$ cat config.mk
export PLATFORM = sky130hd
export DESIGN_NAME = flashcmd_dec
export DESIGN_NICKNAME = d
export VERILOG_FILES = /design/src/rtl/flashcmd_pkg.sv /design/src/rtl/flashcmd_entry.sv /design/src/rtl/flashcmd_seq.sv /design/src/rtl/flashcmd_rdmux.sv /design/src/rtl/flashcmd_dec.sv
export SDC_FILE = /design/constraint.sdc
export NUM_CORES = 1
export LEC_CHECK = 0
export ABC_AREA = 1
export BUFFER_PORTS_ARGS = -buffer_cell sky130_fd_sc_hd__buf_2
export CAP_MARGIN = 25
export CORE_ASPECT_RATIO = 0.8
export CORE_UTILIZATION = 47
export DETAILED_ROUTE_END_ITERATION = 6
export PLACE_DENSITY = 0.8
export RECOVER_POWER = 50
export SETUP_SLACK_MARGIN = 0.2
export SYNTH_ARGS = -nofsm -noshare
export SYNTH_HDL_FRONTEND = slang
export SYNTH_HIERARCHICAL = 1
export SYNTH_SLANG_ARGS = --single-unit
$ cat constraint.sdc
create_clock -name clk -period 1.48 [get_ports clk]
set_input_delay 0.222 -clock clk [delete_from_list [all_inputs] [get_ports clk]]
set_output_delay 0.222 -clock clk [all_outputs]
set_load 0.005 [all_outputs]
$ cat src/rtl/flashcmd_pkg.sv
package flashcmd_pkg;

    localparam int DATA_W = 8;

    typedef enum logic [1:0] {
        VM_NORMAL = 2'd0,
        VM_PGMV   = 2'd1,
        VM_ERSV   = 2'd2,
        VM_SIG    = 2'd3
    } vmode_e;

    typedef enum logic [2:0] {
        OP_NONE  = 3'd0,
        OP_PGM   = 3'd1,
        OP_ERASE = 3'd2,
        OP_LOCK1 = 3'd3,
        OP_LOCK2 = 3'd4,
        OP_LOCK3 = 3'd5
    } op_e;

    typedef struct packed {
        logic   known;
        logic   sets_mode;
        vmode_e mode;
        op_e    op;
    } cmd_t;

    localparam logic [DATA_W-1:0] CONFIRM_BYTE = 8'hD0;

    function automatic cmd_t decode_cmd(input logic [DATA_W-1:0] b);
        cmd_t c;
        c.known     = 1'b1;
        c.sets_mode = 1'b0;
        c.mode      = VM_NORMAL;
        c.op        = OP_NONE;
        case (b)
            8'h00: c.sets_mode = 1'b1;
            8'hC0: begin c.sets_mode = 1'b1; c.mode = VM_PGMV; end
            8'hA0: begin c.sets_mode = 1'b1; c.mode = VM_ERSV; end
            8'h90: begin c.sets_mode = 1'b1; c.mode = VM_SIG;  end
            8'h40: c.op = OP_PGM;
            8'h20: c.op = OP_ERASE;
            8'h60: c.op = OP_LOCK1;
            8'h70: c.op = OP_LOCK2;
            8'h80: c.op = OP_LOCK3;
            default: c.known = 1'b0;
        endcase
        return c;
    endfunction

    // operations that need the confirm byte through the strobe
    function automatic logic is_long_op(input op_e o);
        return (o == OP_ERASE) || (o == OP_LOCK1) || (o == OP_LOCK2) || (o == OP_LOCK3);
    endfunction

    function automatic logic [DATA_W-1:0] sig_byte(input logic [7:0] a, input logic hv);
        case (a)
            8'h30:   return 8'hD5;
            8'h31:   return 8'h52;
            8'h32:   return hv ? 8'hAA : 8'h55;
            default: return 8'h00;
        endcase
    endfunction

endpackage

$ cat src/rtl/flashcmd_entry.sv
module flashcmd_entry (
    input  logic clk,
    input  logic rst,
    input  logic rst_pin_i,
    input  logic fetch_n_i,
    input  logic rd_n_i,
    input  logic wr_n_i,
    input  logic cmd_n_i,
    input  logic pgm_n_i,
    output logic in_mode_o,
    output logic cmd_rise_o,
    output logic pgm_fall_o,
    output logic pgm_rise_o
);
    localparam int NSTRB = 2;

    logic [NSTRB-1:0] strb_now;
    logic [NSTRB-1:0] strb_q;
    logic [NSTRB-1:0] rise;
    logic [NSTRB-1:0] fall;

    assign strb_now  = {pgm_n_i, cmd_n_i};
    assign in_mode_o = rst_pin_i & ~fetch_n_i & rd_n_i & wr_n_i;

    always_ff @(posedge clk) begin
        if (rst) strb_q <= '1;
        else     strb_q <= strb_now;
    end

    for (genvar gi = 0; gi < NSTRB; gi++) begin : g_edge
        assign rise[gi] = in_mode_o &  strb_now[gi] & ~strb_q[gi];
        assign fall[gi] = in_mode_o & ~strb_now[gi] &  strb_q[gi];
    end

    assign cmd_rise_o = rise[0];
    assign pgm_rise_o = rise[1];
    assign pgm_fall_o = fall[1];
endmodule

$ cat src/rtl/flashcmd_seq.sv
module flashcmd_seq
    import flashcmd_pkg::*;
#(
    parameter int ADDR_W = 13
) (
    input  logic              clk,
    input  logic              rst,
    input  logic              in_mode_i,
    input  logic              cmd_rise_i,
    input  logic              pgm_fall_i,
    input  logic              pgm_rise_i,
    input  logic [DATA_W-1:0] data_i,
    input  logic [ADDR_W-1:0] addr_i,
    input  logic              lock1_i,
    output vmode_e            vmode_o,
    output op_e               act_o,
    output logic [ADDR_W-1:0] pgm_addr_o,
    output logic [DATA_W-1:0] pgm_data_o
);
    cmd_t dec;
    op_e  arm_q;

    always_comb dec = decode_cmd(data_i);

    always_ff @(posedge clk) begin
        if (rst) begin
            vmode_o    <= VM_NORMAL;
            arm_q      <= OP_NONE;
            act_o      <= OP_NONE;
            pgm_addr_o <= '0;
            pgm_data_o <= '0;
        end else if (!in_mode_i) begin
            arm_q <= OP_NONE;
            act_o <= OP_NONE;
        end else begin
            if (cmd_rise_i) begin
                if (dec.known) begin
                    if (dec.sets_mode) vmode_o <= dec.mode;
                    arm_q <= dec.op;
                end else begin
                    arm_q <= OP_NONE;
                end
            end
            if (pgm_fall_i) begin
                if (arm_q == OP_PGM && !lock1_i) begin
                    act_o      <= OP_PGM;
                    pgm_addr_o <= addr_i;
                    pgm_data_o <= data_i;
                end else if (is_long_op(arm_q) && data_i == CONFIRM_BYTE) begin
                    act_o <= arm_q;
                end
            end else if (pgm_rise_i) begin
                if (is_long_op(act_o)) vmode_o <= VM_NORMAL;
                arm_q <= OP_NONE;
                act_o <= OP_NONE;
            end else if (is_long_op(act_o) && data_i != CONFIRM_BYTE) begin
                arm_q <= OP_NONE;
                act_o <= OP_NONE;
            end
        end
    end
endmodule

$ cat src/rtl/flashcmd_rdmux.sv
module flashcmd_rdmux
    import flashcmd_pkg::*;
#(
    parameter int ADDR_W = 13,
    parameter bit SIG_HV = 1'b1
) (
    input  vmode_e            vmode_i,
    input  logic [ADDR_W-1:0] addr_i,
    input  logic [DATA_W-1:0] arr_rdata_i,
    input  logic [1:0]        read_lock_i,
    input  logic              in_mode_i,
    input  logic              oe_n_i,
    output logic [DATA_W-1:0] rd_data_o,
    output logic              rd_oe_o
);
    localparam int LOW_W = 8;

    logic hi_zero;
    logic [DATA_W-1:0] sig_val;

    assign hi_zero = (addr_i[ADDR_W-1:LOW_W] == '0);
    assign sig_val = hi_zero ? sig_byte(addr_i[LOW_W-1:0], SIG_HV) : '0;

    always_comb begin
        if (vmode_i == VM_SIG)   rd_data_o = sig_val;
        else if (|read_lock_i)   rd_data_o = '1;
        else                     rd_data_o = arr_rdata_i;
    end

    assign rd_oe_o = in_mode_i & ~oe_n_i;
endmodule

$ cat src/rtl/flashcmd_dec.sv
module flashcmd_dec
    import flashcmd_pkg::*;
#(
    parameter int ADDR_W = 13,
    parameter bit SIG_HV = 1'b1
) (
    input  logic              clk,
    input  logic              rst,
    input  logic              rst_pin_i,
    input  logic              fetch_n_i,
    input  logic              rd_n_i,
    input  logic              wr_n_i,
    input  logic              cmd_n_i,
    input  logic              pgm_n_i,
    input  logic              oe_n_i,
    input  logic [7:0]        data_i,
    input  logic [ADDR_W-1:0] addr_i,
    input  logic [7:0]        arr_rdata_i,
    input  logic [2:0]        lock_state_i,
    output logic              pgm_en_o,
    output logic              erase_en_o,
    output logic [2:0]        lock_we_o,
    output logic [ADDR_W-1:0] pgm_addr_o,
    output logic [7:0]        pgm_data_o,
    output logic [1:0]        vmode_o,
    output logic [7:0]        rd_data_o,
    output logic              rd_oe_o
);
    localparam int NLOCK = 3;

    logic   in_mode, cmd_rise, pgm_fall, pgm_rise;
    vmode_e vmode;
    op_e    act;

    flashcmd_entry u_entry (
        .clk        (clk),
        .rst        (rst),
        .rst_pin_i  (rst_pin_i),
        .fetch_n_i  (fetch_n_i),
        .rd_n_i     (rd_n_i),
        .wr_n_i     (wr_n_i),
        .cmd_n_i    (cmd_n_i),
        .pgm_n_i    (pgm_n_i),
        .in_mode_o  (in_mode),
        .cmd_rise_o (cmd_rise),
        .pgm_fall_o (pgm_fall),
        .pgm_rise_o (pgm_rise)
    );

    flashcmd_seq #(.ADDR_W(ADDR_W)) u_seq (
        .clk        (clk),
        .rst        (rst),
        .in_mode_i  (in_mode),
        .cmd_rise_i (cmd_rise),
        .pgm_fall_i (pgm_fall),
        .pgm_rise_i (pgm_rise),
        .data_i     (data_i),
        .addr_i     (addr_i),
        .lock1_i    (lock_state_i[0]),
        .vmode_o    (vmode),
        .act_o      (act),
        .pgm_addr_o (pgm_addr_o),
        .pgm_data_o (pgm_data_o)
    );

    flashcmd_rdmux #(.ADDR_W(ADDR_W), .SIG_HV(SIG_HV)) u_rdmux (
        .vmode_i     (vmode),
        .addr_i      (addr_i),
        .arr_rdata_i (arr_rdata_i),
        .read_lock_i (lock_state_i[2:1]),
        .in_mode_i   (in_mode),
        .oe_n_i      (oe_n_i),
        .rd_data_o   (rd_data_o),
        .rd_oe_o     (rd_oe_o)
    );

    assign pgm_en_o   = (act == OP_PGM);
    assign erase_en_o = (act == OP_ERASE);
    assign vmode_o    = vmode;

    for (genvar gi = 0; gi < NLOCK; gi++) begin : g_lock
        localparam op_e LK_OP = op_e'(3'(int'(OP_LOCK1) + gi));
        assign lock_we_o[gi] = (act == LK_OP);
    end
endmodule

==> impl_metrics.json <==
{
  "hold_buffers": 0,
  "critPathMaxFanout": 5,
  "yosysWarnings": 6,
  "cts_tree": "built",
  "max_freq_mhz": 623,
  "maxCapViolCount": 0,
  "synth_xor_area_share_pct": 0.989,
  "synthSimpleGateAreaFrac_pct": 34.1,
  "antenna_found_initial": 0,
  "status": "finished with violations",
  "dp_cells": 403,
  "viasPerCell": 5.70,
  "clk_path_buf_depth": 2,
  "rows": 19,
  "clk_pin_slew_worst_paths_ns": 0.07,
  "drt_iter0_drc": 239,
  "synth_top_family_by_area": "simple AND/OR/NAND/NOR gates",
  "cts-root-buf": "clkbuf_8",
  "hp-class": "in2reg",
  "ys_ff_latch": 31,
  "arrival_ns": 1.38,
  "initial_core_util_pct": 50.4,
  "grt_usage_pct": 23.9,
  "nets": 423,
  "irDropWorstVdd_uv": 780,
  "p_per_area_nw_per_um2": 651,
  "maxSlewHeadroom_pct": 29.1,
  "synth_area_per_cell_um2": 6.40,
  "period_minus_slack_ns": 1.61,
  "slew_viol_final": 0,
  "leakagePower_nw": 1.28,
  "routed_wl_um": 7380,
  "synth_cells": 277,
  "grt_pass1_wl_um": 7650,
  "gp_congestion": 0.884,
  "port_buffers": 77,
  "pre_cts_ws_ns": 0.00994,
  "dieArea_um2": 4020,
  "syn_to_final_growth_pct": 69.7,
  "dp_hpwl_um": 3420,
  "crit_type": "reg2out",
  "synth_area_leaders": "dfxtp_1 (35%), nand2_1 (11%), nor2_1 (11%)",
  "drive_above_1_share_pct": 52.0,
  "synth_area_leader_cell": "dfxtp_1",
  "worst_pin_slew_ns": 1.06,
  "n_antenna_cell": 0,
  "setup_violations": 11,
  "rsz0062_at_grt": "true",
  "cts-buffers-inserted": 5,
  "wl_met2_um": 3540,
  "cp_data_required_time_ns": 1.26,
  "coreArea_um2": 3520,
  "synth_mux_area_share_pct": 0,
  "drcViolationCount": 16,
  "clkSinkCount": 31,
  "die_x_um": 70.6,
  "drt_pass1_iterations": 7,
  "highest_layer": "met4",
  "end_kind": "primary output",
  "synth-seq-area-share_pct": 35.0,
  "fin_ws_ns": -0.126,
  "synth_area_um2": 1770,
  "grt_max_degree": 19,
  "layout_common_cells": "buf_2 (65), nand2_1 (48), inv_1 (41)",
  "gr-total-overflow": 0,
  "wl_met3_um": 766,
  "ant_nets": 0,
  "synth_top_area_share_pct": 35.0,
  "grt_pass1_vias": 1801,
  "fin_cells": 425,
  "synth_fp_nets": 318,
  "die_y_um": 56.9,
  "finalPower_mw": 1.96,
  "cts-htree-levels": 2,
  "synthAdderAreaFrac_pct": 0,
  "cp-start-kind": "flip-flop",
  "skew_ns": 0.00542,
  "synth-compound-area-share_pct": 16.9,
  "synth_cell_types": 32,
  "layout_commonest_cell": "buf_2",
  "violations": "DRC, setup timing",
  "clkLatencyLatePin_ns": 0.29,
  "wl_met1_um": 2770,
  "wl_per_cell_um": 17.4,
  "vias": 2424,
  "pin_count": 78,
  "post-route-period-util_pct": 109,
  "hold_violations": 0
}
## logic make-up (layout without fill, tap and decap cells)
family                 after synthesis  after routing
AO/OA/AOI/OAI                       47             47
XOR/XNOR                             2              2
flip-flops                          31             31
buffers and inverters               58            163
AND/OR/NAND/NOR                    139            140
## critical path, stage by stage, from the launching register on
cell and delay (ns):
dfxtp_2 0.34, nand2_2 0.07, inv_2 0.05, nand2_2 0.06, nor2_4 0.17, nand3_1 0.18, nand2_1 0.12, buf_2 0.11
## metrics by stage
| stage | setup TNS [ns] | util (%) | instance area [um2] | hold WS [ns] |
|---|---|---|---|---|
| global route | -1.02 | 85.5 | 3010 | 0.159 |
| global placement | -0.0180 | 64.8 | 2280 | 0.424 |
| CTS | 0 | 70.1 | 2470 | 0.133 |
| finish | -0.442 | 85.5 | 3010 | 0.163 |
| floorplan | 0 | - | 1770 | 0.300 |
| detailed placement | 0 | 64.8 | 2280 | 0.428 |
## timing repair
action                     CTS  global route
hold endpoints to repair     0             0
setup buffers                3             6
pin swaps                    7            31
setup endpoints to repair   32            42
gates resized for setup     13           114
cloned                       0             5
## synthesized netlist by cell type
cell type,instances
a211oi_1,17
a21oi_1,11
a21oi_2,2
a31oi_1,2
buf_2,4
buf_6,1
clkbuf_1,2
clkinv_1,1
dfxtp_1,31
inv_1,45
inv_2,5
nand2_1,54
nand2_2,8
nand3_1,8
nand3_2,1
nand4_2,1
nor2_1,53
nor2_2,3
nor2_4,1
nor3_1,2
nor4_1,1
o211ai_1,1
o21ai_0,3
o21ai_1,8
o21ai_2,1
o22a_1,1
o22ai_1,1
or2_0,2
or2_1,2
or2_2,3
xnor2_1,1
xor2_1,1
## layer usage
metal	up-vias	track usage (%)
met3	44	6.64
met2	189	40.6
met1	1110	29.8
met4	0	7.14
met5	-	0
li1	1081	-
## power by group
| group | switching (mW) | internal (mW) |
|---|---|---|
| Sequential | 0.00202 | 0.835 |
| Combinational | 0.155 | 0.0843 |
| Clock | 0.337 | 0.545 |
| Total | 0.494 | 1.46 |
## layout make-up
| class | instances | area, um2 |
|---|---|---|
| multi-input combinational | 189 | 1350 |
| timing repair buffer | 104 | 658 |
| sequential | 31 | 633 |
| fill | 179 | 512 |
| inverter | 51 | 198 |
| clock buffer | 6 | 82.6 |
| tap | 42 | 52.6 |
| clock inverter | 2 | 35.0 |
## sequential cells by signal, summed over array words and instances, names as in the netlist
signal,count
u_seq/arm_q,3
u_seq/pgm_data_o,8
u_seq/act_o,3
u_seq/vmode_o,2
u_entry/strb_q,2
u_seq/pgm_addr_o,13
## worst paths after layout
kind	startpoint	to	slack [ns]	depth (start not counted)
max	u_seq/vmode_o[0]	rd_data_o[5]	-0.13	7
min	pgm_n_i	u_entry/strb_q[1]	0.16	2
max reg2reg	u_seq/arm_q[1]	u_seq/pgm_addr_o[5]	-0.05	5
min reg2reg	u_seq/pgm_data_o[0]	u_seq/pgm_data_o[0]	0.46	2
Power figures use the tool's default switching activity.
